`src/rtl/pio_pkg.sv`:
```
package pio_pkg;
    // Register offsets; software relies on these, so they are fixed.
    localparam int OFS_DIR_SET = 'h00;
    localparam int OFS_DIR_CLR = 'h04;
    localparam int OFS_OUT_LO  = 'h08;
    localparam int OFS_OUT_HI  = 'h0C;
    localparam int OFS_PIN_IN  = 'h10;

    typedef enum logic [2:0] {
        SEL_NONE,
        SEL_DIR_SET,
        SEL_DIR_CLR,
        SEL_OUT_LO,
        SEL_OUT_HI,
        SEL_PIN_IN
    } reg_sel_e;
endpackage

```
`src/rtl/pio_decode.sv`:
```
module pio_decode
    import pio_pkg::*;
#(
    parameter int ADDR_W = 8
) (
    input  logic [ADDR_W-1:0] addr,
    output reg_sel_e          sel
);
    always_comb begin
        if (addr == ADDR_W'(OFS_DIR_SET))      sel = SEL_DIR_SET;
        else if (addr == ADDR_W'(OFS_DIR_CLR)) sel = SEL_DIR_CLR;
        else if (addr == ADDR_W'(OFS_OUT_LO))  sel = SEL_OUT_LO;
        else if (addr == ADDR_W'(OFS_OUT_HI))  sel = SEL_OUT_HI;
        else if (addr == ADDR_W'(OFS_PIN_IN))  sel = SEL_PIN_IN;
        else                                   sel = SEL_NONE;
    end
endmodule

```
`src/rtl/pio_dir_reg.sv`:
```
module pio_dir_reg #(
    parameter int WIDTH = 32
) (
    input  logic             clk,
    input  logic             rst_n,
    input  logic             set_stb,
    input  logic             clr_stb,
    input  logic [WIDTH-1:0] bits,
    output logic [WIDTH-1:0] oe_q
);
    always_ff @(posedge clk or negedge rst_n) begin
        if (!rst_n)       oe_q <= '0;
        else if (set_stb) oe_q <= oe_q | bits;
        else if (clr_stb) oe_q <= oe_q & ~bits;
    end
endmodule

```
`src/rtl/pio_out_half.sv`:
```
module pio_out_half #(
    parameter int DATA_W = 32,
    localparam int HALF  = DATA_W / 2
) (
    input  logic              clk,
    input  logic              rst_n,
    input  logic              wr_stb,
    input  logic [DATA_W-1:0] wdata,
    output logic [HALF-1:0]   lvl_q
);
    logic [HALF-1:0] mask;
    logic [HALF-1:0] val;
    assign mask = wdata[DATA_W-1:HALF];
    assign val  = wdata[HALF-1:0];

    always_ff @(posedge clk or negedge rst_n) begin
        if (!rst_n)      lvl_q <= '0;
        else if (wr_stb) lvl_q <= (lvl_q & ~mask) | (val & mask);
    end
endmodule

```
`src/rtl/pio_sync.sv`:
```
module pio_sync #(
    parameter int WIDTH = 32
) (
    input  logic             clk,
    input  logic             rst_n,
    input  logic [WIDTH-1:0] d,
    output logic [WIDTH-1:0] q
);
    logic [WIDTH-1:0] stage1;
    always_ff @(posedge clk or negedge rst_n) begin
        if (!rst_n) begin
            stage1 <= '0;
            q      <= '0;
        end else begin
            stage1 <= d;
            q      <= stage1;
        end
    end
endmodule

```
`src/rtl/pio_port.sv`:
```
module pio_port
    import pio_pkg::*;
#(
    parameter int DATA_W = 32,
    parameter int ADDR_W = 8
) (
    input  logic              clk,
    input  logic              rst_n,
    input  logic              bus_valid,
    input  logic              bus_write,
    input  logic [ADDR_W-1:0] bus_addr,
    input  logic [DATA_W-1:0] bus_wdata,
    output logic [DATA_W-1:0] bus_rdata,
    output logic [DATA_W-1:0] pad_out,
    output logic [DATA_W-1:0] pad_oe,
    input  logic [DATA_W-1:0] pad_in
);
    localparam int HALF = DATA_W / 2;

    reg_sel_e          sel;
    logic              wr, rd;
    logic [DATA_W-1:0] in_sync;
    logic [HALF-1:0]   lvl [2];

    assign wr = bus_valid &  bus_write;
    assign rd = bus_valid & ~bus_write;

    pio_decode #(.ADDR_W(ADDR_W)) u_dec (
        .addr (bus_addr),
        .sel  (sel)
    );

    pio_dir_reg #(.WIDTH(DATA_W)) u_dir (
        .clk     (clk),
        .rst_n   (rst_n),
        .set_stb (wr && sel == SEL_DIR_SET),
        .clr_stb (wr && sel == SEL_DIR_CLR),
        .bits    (bus_wdata),
        .oe_q    (pad_oe)
    );

    for (genvar h = 0; h < 2; h++) begin : g_half
        localparam reg_sel_e MY_SEL = (h == 0) ? SEL_OUT_LO : SEL_OUT_HI;
        pio_out_half #(.DATA_W(DATA_W)) u_half (
            .clk    (clk),
            .rst_n  (rst_n),
            .wr_stb (wr && sel == MY_SEL),
            .wdata  (bus_wdata),
            .lvl_q  (lvl[h])
        );
        assign pad_out[h*HALF +: HALF] = lvl[h];
    end

    pio_sync #(.WIDTH(DATA_W)) u_sync (
        .clk   (clk),
        .rst_n (rst_n),
        .d     (pad_in),
        .q     (in_sync)
    );

    always_comb begin
        bus_rdata = '0;
        if (rd) begin
            unique case (sel)
                SEL_DIR_CLR: bus_rdata = pad_oe;
                SEL_OUT_LO:  bus_rdata = {{HALF{1'b0}}, lvl[0]};
                SEL_OUT_HI:  bus_rdata = {{HALF{1'b0}}, lvl[1]};
                SEL_PIN_IN:  bus_rdata = in_sync;
                SEL_DIR_SET,
                SEL_NONE:    bus_rdata = '0;
                default:     bus_rdata = '0;
            endcase
        end
    end
endmodule

```
`config.mk`:
```
export PLATFORM = sky130hd
export DESIGN_NAME = pio_port
export DESIGN_NICKNAME = d
export VERILOG_FILES = /design/src/rtl/pio_pkg.sv /design/src/rtl/pio_decode.sv /design/src/rtl/pio_dir_reg.sv /design/src/rtl/pio_out_half.sv /design/src/rtl/pio_sync.sv /design/src/rtl/pio_port.sv
export SDC_FILE = /design/constraint.sdc
export NUM_CORES = 1
export LEC_CHECK = 0
export BUFFER_PORTS_ARGS = -buffer_cell sky130_fd_sc_hd__buf_4
export CORE_MARGIN = 2
export CORE_UTILIZATION = 45
export DETAILED_ROUTE_END_ITERATION = 6
export PLACE_DENSITY = 0.83
export REMOVE_ABC_BUFFERS = 1
export SKIP_CTS_REPAIR_TIMING = 1
export SYNTH_ARGS = -nofsm -noshare
export SYNTH_HDL_FRONTEND = slang
export SYNTH_SLANG_ARGS = --single-unit
```
`constraint.sdc`:
```
create_clock -name clk -period 6.7 [get_ports clk]
set_clock_uncertainty 0.2 [all_clocks]
set_input_delay 1.005 -clock clk [delete_from_list [all_inputs] [get_ports clk]]
set_output_delay 1.005 -clock clk [all_outputs]
set_load 0.05 [all_outputs]
```
# After elaboration in Yosys (flattened, before gate mapping)
# Index checks and enable logic that the tools add are counted.
dict set report totals {
  reg_bits 128
}
dict set report op_classes {
  bitwise_logic 12
  reduce_logical 6
  mux 9
  eq_ne 9
}
# cell count
set ops {}
lappend ops {{$pmux W32 S4} 1}
lappend ops {{$mux W32} 3}
lappend ops {{$and A16 B16 Y16} 3}
lappend ops {{$and A32 B32 Y32} 1}
lappend ops {{$not A32 Y32} 1}
lappend ops {{$or A16 B16 Y16} 2}
lappend ops {{$or A32 B32 Y32} 1}
lappend ops {{$eq A8 B4 Y1 const B} 2}
lappend ops {{$not A16 Y16} 1}
lappend ops {{$mux W3} 5}
lappend ops {{$eq A8 B3 Y1 const B} 1}
lappend ops {{$eq A8 B5 Y1 const B} 1}
lappend ops {{$logic_not A8 Y1} 1}
lappend ops {{$eq A3 B2 Y1 const B} 2}
lappend ops {{$eq A3 B3 Y1 const B} 2}
lappend ops {{$logic_and A1 B1 Y1} 4}
lappend ops {{$eq A3 B1 Y1 const B} 1}
lappend ops {{$and A1 B1 Y1} 2}
lappend ops {{$reduce_bool A2 Y1} 1}
lappend ops {{$not A1 Y1} 1}

# Logic depth before layout (Yosys ltp)
# Gate-level depths: netlist of run 1.
dict set report logic_depth {
  depth_word 10
  mapped_depth 7
}

# Hierarchy
# A second synthesis of run 1 with hierarchy kept.
dict set report unflattened {
  cells_unflattened 401
  area_unflattened_um2 5481.5
}
# mod area_each_um2 cells_each instances
set by_module_without_submodules {}
lappend by_module_without_submodules {pio_sync 1601.5 64 1}
lappend by_module_without_submodules {pio_out_half 700.7 50 2}
lappend by_module_without_submodules {pio_dir_reg 1249.9 102 1}
lappend by_module_without_submodules {pio_port 1163.6 128 1}
lappend by_module_without_submodules {pio_decode 65.1 7 1}

# Worst setup path before layout of run 1
# Ideal clock, no wire load.
dict set report synth_timing {
  path_type {input port to output port}
  start {input port bus_addr[1]}
  end {output port bus_rdata[10]}
  setup_slack_ps 2515
  path_stages 6
  t_arrival_ps 2980
  path_cell_list {or4_4 buf_6 or3_1 buf_2 o22a_1 nor2_1}
}
dict set report synth_between {
  elab_chain_len 9
  elab_cells_between_ends 16
  classes_between {eq/ne (8); mux (7); reduce/logical (1)}
}
# item line_no
set synth_rtl {}
lappend synth_rtl {{from (decl)} pio_port.sv:11} ;# input logic [ADDR_W-1:0] bus_addr,
lappend synth_rtl {{$eq A8 B5 Y1} pio_decode.sv:14} ;# else if (addr == ADDR_W'(OFS_PIN_IN)) sel = SEL_PIN_IN;
lappend synth_rtl {{$mux W3} pio_decode.sv:14}
lappend synth_rtl {{$mux W3} pio_decode.sv:13} ;# else if (addr == ADDR_W'(OFS_OUT_HI)) sel = SEL_OUT_HI;
lappend synth_rtl {{$mux W3} pio_decode.sv:12} ;# else if (addr == ADDR_W'(OFS_OUT_LO)) sel = SEL_OUT_LO;
lappend synth_rtl {{$mux W3} pio_decode.sv:11} ;# else if (addr == ADDR_W'(OFS_DIR_CLR)) sel = SEL_DIR_CLR;
lappend synth_rtl {{$mux W3 *} pio_decode.sv:10} ;# if (addr == ADDR_W'(OFS_DIR_SET)) sel = SEL_DIR_SET;
lappend synth_rtl {{$eq A3 B3 Y1 / $eq A3 B2 Y1 (equally long branches)} pio_port.sv:64} ;# unique case (sel)
lappend synth_rtl {{$pmux W32 S4 *} pio_port.sv:64}
lappend synth_rtl {{$mux W32 *} pio_port.sv:63} ;# if (rd) begin
lappend synth_rtl {{to (decl)} pio_port.sv:13} ;# output logic [DATA_W-1:0] bus_rdata,
# Mark *: on every way between the ends. The rest lies on a longest branch, timed or not.

# Final worst setup path of run 1
dict set report layout_timing {
  start {input port bus_addr[2]}
  end {output port bus_rdata[28]}
}
# The elaborated chain is that of the path after synthesis.

==> out/qor.txt, run 1 <==
Total GRT Usage: 23.4%
Leakage: 3.67 nW
Post-DP HPWL: 9760 µm
ANT nets after route: 0
Multi-input gate area: 1960 µm²
Final Hold Fails: 0
Fin crit share: 79.3%
Post-Syn Instances: 431
CP top delay family: simple AND/OR/NAND/NOR gates
Via/cell ratio: 5.35
Nets: 674
Drt wl/cell: 19.3 µm
Die height: 114 µm
Main area contributors after synthesis: dfrtp_1 59%, mux2i_1 7.7%, mux2_1 6.6%
Fmax: 188 MHz
Count of final setup violators: 0
Layout cell share with drive strength beyond 1: 39.9%
Startpoint Class: input pin
Worst-Skew Late Latency: 410 ps
Core Rows: 40
Clock sinks: 128
CP bufs+invs: 2
Crit-path most repeated cell: buf_4
CTS tree: built
Req. time, crit path: 5490 ps
Antenna Cells: 0
Setup CP Type: input pin to output port
Least-Margin Pin Slew: 1220 ps
CTS Root Cell: clkbuf_16
GPL Wtd Cong: 0.821
Vias: 4056
Max Cap Violations: 0
First-pass GRT wire length: 22500 µm
Synth Area per Inst: 12.6 µm²
Chip width: 114 µm
CTS Buffer Depth: 2
Number of global-route vias before repair: 4218
Register area share after synthesis: 58.9%
Dpl cells: 726
RSZ-0062 raised after global routing: no
DRC: 0
Total CTS buffers: 17
Ports: 172
Clock slew at reported path FFs: 50 ps
Area Growth Syn to Fin: 34.3%
#FFs+latches synth: 128
CP arrival: 4110 ps
Dominant cell type by area after synthesis: dfrtp_1
Non-Filler Instances: 758
Hold WC Path Type: flop to flop
Max Fanout on Critical Path: 54
Port bufs: 171
Slew Limit Fails: 0
Hold Slack: 144 ps
Largest net degree at the start of global routing: 68
CP endpoint kind: output port
Worst vdd ir: 153 µV
Netlist cell types: 30
Layout fillers: 960
Netlist Area Pre-Place: 5440 µm²
Die ar.: 13000 µm²
Initial drt markers: 286
Min Tclk post-route: 5310 ps
Slowest cell on crit path: nor4b_4
Initial antenna violation count: 0
Max_slew headroom: 18.1%
Crit path cell chain: buf_4, nor2b_1, nor4b_4, a22oi_1, nor2_1, buf_4
Initial core utilization: 45.7%
Status: finished clean
Yosys warns: 0
Post-synth top area share: 58.9%
Critical Path Max Stage Delay: 1120 ps
Grt ovf: 0
Setup_tns: 0 ps
Core Area: 11900 µm²
Routed WL: 14600 µm
Pwr Density: 242 nW/µm²
Sequential Area: 3200 µm²
TritonRoute pass-1 iters: 4
# H-tree levels: 4
path summary, 6_finish.rpt:
| path | from | to | slack (ps) | cells past startpoint |
|---|---|---|---|---|
| max in group asynchronous | rst_n | asynchronous set/reset pin | 4510 | 2 |
| min in group asynchronous | rst_n | asynchronous set/reset pin | 500 | 1 |
| worst max register to register | flop | flop | 5660 | 1 |
| worst min register to register | u_sync.stage1[12] | u_sync.q[12] | 140 | 0 |
| worst max-delay path | bus_addr[2] | bus_rdata[28] | 1390 | 6 |
| worst min-delay path | u_sync.stage1[12] | u_sync.q[12] | 140 | 0 |
cell type report:
class | count | area share, %
Tap cell | 147 | 2.52
Clock inverter | 7 | 0.479
Timing Repair Buffer | 176 | 18.1
Sequential cell | 128 | 43.8
Inverter | 32 | 1.64
Clock buffer | 25 | 6.64
Multi-Input combinational cell | 243 | 26.8
report_power, final:
part / switching (mW) / total (mW) / leakage (nW) / internal, mW
Clock: 0.313 / 0.809 / 0.264 / 0.496
Sequential: 0.0133 / 0.815 / 1.48 / 0.802
Combinational: 0.0887 / 0.142 / 1.93 / 0.0538
Yosys cell counts:
cell and number:
nor4_4 1, nor2b_1 3, mux2i_1 42, nand3_2 30, xnor2_1 1, dfrtp_1 128
nand2_1 33, and2_1 1, clkbuf_1 8, buf_2 11, mux2_2 6, inv_1 32
and4b_1 1, nor4b_4 2, nand4b_1 1, nor3b_1 1, nor2_1 34, buf_4 3
a22o_1 6, mux2_1 32, o22a_1 10, buf_1 2, or3_1 1, and4_1 1
nor3_1 1, or4_4 1, buf_6 4, nand3_1 2, nor4_1 1, a22oi_1 32
logic make-up (layout without fill, tap and decap cells):
group / count (synthesis) / count (layout) / synth area share [%]
mux: 80 / 80 / 15.6
simple gates: 114 / 114 / 13.2
buf+inv: 60 / 240 / 5.15
compound gates: 48 / 48 / 6.99
xor+xnor: 1 / 1 / 0.161
flops: 128 / 128 / 58.9
through the flow:
step	power (mW)	util, %	worst slack (ps)	cell area [µm²]
finish	1.77	61.3	1390	7310
global placement	0.967	57.0	1580	6790
detailed placement	0.971	57.0	1470	6790
CTS	1.79	61.3	1440	7310
floorplan	0.879	-	2130	5280
global route	1.84	61.3	1240	7310
metal layers:
metal | GRT usage [%] | up-vias | share of wire [%]
met5 | 0 | - | 0
met4 | 10.0 | 0 | 1.4
met3 | 6.54 | 13 | 8.6
met2 | 37.7 | 205 | 48
met1 | 29.8 | 2013 | 42
li1 | - | 1825 | -
cell usage in the layout, fill, tap and decap left out:
cell | Yosys | final
nor2_1 | 34 | 34
o22a_1 | 10 | 10
mux2_2 | 6 | 6
and4b_1 | 1 | 1
nor4_4 | 1 | 1
mux2_1 | 32 | 32
nand4b_1 | 1 | 1
a22oi_1 | 32 | 32
dfrtp_1 | 128 | 128
inv_1 | 32 | 32
nor3_1 | 1 | 1
or3_1 | 1 | 1
clkbuf_8 | 0 | 3
and4_1 | 1 | 1
nand3_1 | 2 | 2
nor4b_4 | 2 | 2
nor3b_1 | 1 | 1
clkbuf_16 | 0 | 17
nand2_1 | 33 | 33
clkinv_2 | 0 | 7
or4_4 | 1 | 1
nor4_1 | 1 | 1
nor2b_1 | 3 | 3
nand3_2 | 30 | 30
and2_2 | 0 | 1
buf_4 | 3 | 176
mux2i_1 | 42 | 42
clkbuf_1 | 8 | 5
xnor2_1 | 1 | 1
a22o_1 | 6 | 6
Power figures use the tool's default switching activity.
==> run 2, diff against run 1 <==
--- a/config.mk
+++ b/config.mk
@@ -9,7 +9,7 @@
 export CORE_MARGIN = 2
 export CORE_UTILIZATION = 45
 export DETAILED_ROUTE_END_ITERATION = 6
-export PLACE_DENSITY = 0.83
+export PLACE_DENSITY = 0.86
 export REMOVE_ABC_BUFFERS = 1
 export SKIP_CTS_REPAIR_TIMING = 1
 export SYNTH_ARGS = -nofsm -noshare
==> constraint.sdc (replaced) <==
create_clock -name clk -period 4.62 [get_ports clk]
set_clock_uncertainty 0.2 [all_clocks]
set_input_delay 0.693 -clock clk [delete_from_list [all_inputs] [get_ports clk]]
set_output_delay 0.693 -clock clk [all_outputs]
set_load 0.05 [all_outputs]
==> out/qor.txt, run 2 (synthesized netlist as in run 1, its figures left out) <==
Core Rows: 40 (unchanged)
Vias: 4152 (was 4056)
Clock slew at reported path FFs: 50 ps (about the same)
Die height: 114 µm (unchanged)
Leakage: 3.73 nW (was 3.67 nW)
Pre-CTS setup slack: 1100 ps (was 1470 ps)
Net Sw Frac: 22.1% (was 23.5%)
Fmax: 282 MHz
RSZ-0062 raised after global routing: no (unchanged)
Commonest cells after routing, fill and taps aside: 182 x buf_4, 128 x dfrtp_1, 42 x mux2i_1 (was 176 x buf_4, 128 x dfrtp_1, 42 x mux2i_1)
DRC: 0 (unchanged)
Met1 WL: 6170 µm (was 6100 µm)
Max_slew headroom: 36.8% (was 18.1%)
Nets: 680 (was 674)
Clk pwr share: 49.5% (was 45.8%)
Final instance area: 7440 µm² (was 7310 µm²)
Largest net degree at the start of global routing: 54 (was 68)
Startpoint Class: input pin (unchanged)
ANT nets after route: 0 (unchanged)
Setup ws final: 1070 ps (was 1390 ps)
Max Fanout on Critical Path: 6 (was 54)
Total GRT Usage: 24.3% (was 23.4%)
Setup_tns: 0 ps (unchanged)
GPL Wtd Cong: 0.811 (was 0.821)
Clock sinks: 128 (unchanged)
Via/cell ratio: 5.46 (was 5.35)
Sequential Power Share: 42.8% (was 46.1%)
Worst vdd ir: 194 µV (was 153 µV)
Setup CP Type: input pin to output port (unchanged)
Core Area: 11900 µm² (unchanged)
Hold WC Path Type: input pin to asynchronous set/reset pin (was flop to flop)
Min Tclk post-route: 3550 ps
Count of final setup violators: 0 (unchanged)
Worst-Skew Late Latency: 410 ps (about the same)
Psw: 0.609 mW (was 0.415 mW)
Internal power: 2.15 mW (was 1.35 mW)
CTS Buffer Depth: 2 (unchanged)
Slew Limit Fails: 0 (unchanged)
Fin crit share: 76.7%
Metal2 WL: 7430 µm (was 7060 µm)
CP arrival: 2650 ps (was 4110 ps)
Antenna Cells: 0 (unchanged)
First-pass GRT wire length: 23500 µm (was 22500 µm)
TritonRoute pass-1 iters: 5 (was 4)
Drt wl/cell: 19.9 µm (was 19.3 µm)
Post-DP HPWL: 10400 µm (was 9760 µm)
# H-tree levels: 4 (unchanged)
Status: finished clean (unchanged)
Core Util, Final: 62.4% (was 61.3%)
Commonest non-fill, non-tap cell in the layout: buf_4 (unchanged)
Power share of the combinational group: 7.7% (was 8.1%)
Initial drt markers: 209 (was 286)
Port bufs: 171 (unchanged)
Layout cell share with drive strength beyond 1: 40.7% (was 39.9%)
Number of global-route vias before repair: 4416 (was 4218)
CTS Root Cell: clkbuf_16 (unchanged)
Post-DP Area: 6830 µm² (was 6790 µm²)
Area Growth Syn to Fin: 36.7% (was 34.3%)
Ports: 172 (unchanged)
Routed WL: 15100 µm (was 14600 µm)
Pwr Density: 371 nW/µm² (was 242 nW/µm²)
Initial core utilization: 45.7% (unchanged)
Req. time, crit path: 3730 ps (was 5490 ps)
Layout fillers: 898 (was 960)
Max Cap Violations: 0 (unchanged)
Chip width: 114 µm (unchanged)
Initial antenna violation count: 0 (unchanged)
Met3 wire len: 1240 µm (was 1260 µm)
Least-Margin Pin Slew: 948 ps (was 1220 ps)
Total CTS buffers: 17 (unchanged)
Top sig layer: met4 (unchanged)
Hold Slack: 118 ps (was 144 ps)
CP endpoint kind: output port (unchanged)
CTS tree: built (unchanged)
Grt ovf: 0 (unchanged)
Die ar.: 13000 µm² (unchanged)
Final Hold Fails: 0 (unchanged)
[run 2: cell count changes in the layout (fill, tap and decap cells not counted), sizes merged]
cell / delta
buf: +6
clkbuf: -1
clkinv: -6
bufinv: +3
clkinvlp: +1
[run 2: worst paths after layout]
path,cells past startpoint,start,slack (ps),endpoint
min reg2reg,0,u_sync.stage1[22],140,u_sync.q[22]
min in group clk,0,u_sync.stage1[22],140,u_sync.q[22]
min,1,rst_n,120,asynchronous set/reset pin
max,6,bus_addr[1],1070,bus_rdata[1]
max reg2reg,1,flop,3570,flop
max in group asynchronous,2,rst_n,3080,u_sync.stage1[29]
[run 2: final cells by class]
cell class | instances | area [µm²] | area share [%]
clock buffer | 24 | 502 | 6.75
multi-input combinational | 243 | 1960 | 26.3
inverter | 32 | 120 | 1.62
clock inverter | 5 | 103 | 1.38
tap | 147 | 184 | 2.47
sequential | 128 | 3200 | 43.1
timing repair buffer | 182 | 1370 | 18.4
[run 2: power groups by stage]
| stage | Clock [mW] | Combinational, mW | Sequential [mW] |
|---|---|---|---|
| floorplan | 0 | 0.0385 | 1.24 |
| global placement | 0 | 0.209 | 1.20 |
| detailed placement | 0 | 0.215 | 1.20 |
| CTS | 1.39 | 0.215 | 1.18 |
| global route | 1.44 | 0.229 | 1.18 |
| finish | 1.37 | 0.213 | 1.18 |
[run 2: per-layer routing]
layer	vias to the layer above	track usage [%]
met5	-	0
met4	0	10.2
met3	27	7.81
met2	217	39.3
met1	2076	30.0
li1	1832	-
[run 2: per-stage QoR]
| step | instances | power (mW) |
|---|---|---|
| 3_3_place_gp | 732 | 1.41 |
| 4_1_cts | 761 | 2.79 |
| 2_1_floorplan | 403 | 1.27 |
| 3_5_place_dp | 732 | 1.42 |
| 6_report | 761 | 2.76 |
| 5_1_grt | 761 | 2.85 |
[run 2: critical path, stage by stage]
cell	delay, ps
buf_4	120
or4_4	610
nor3_1	670
a22oi_1	170
nor2_1	170
buf_4	220
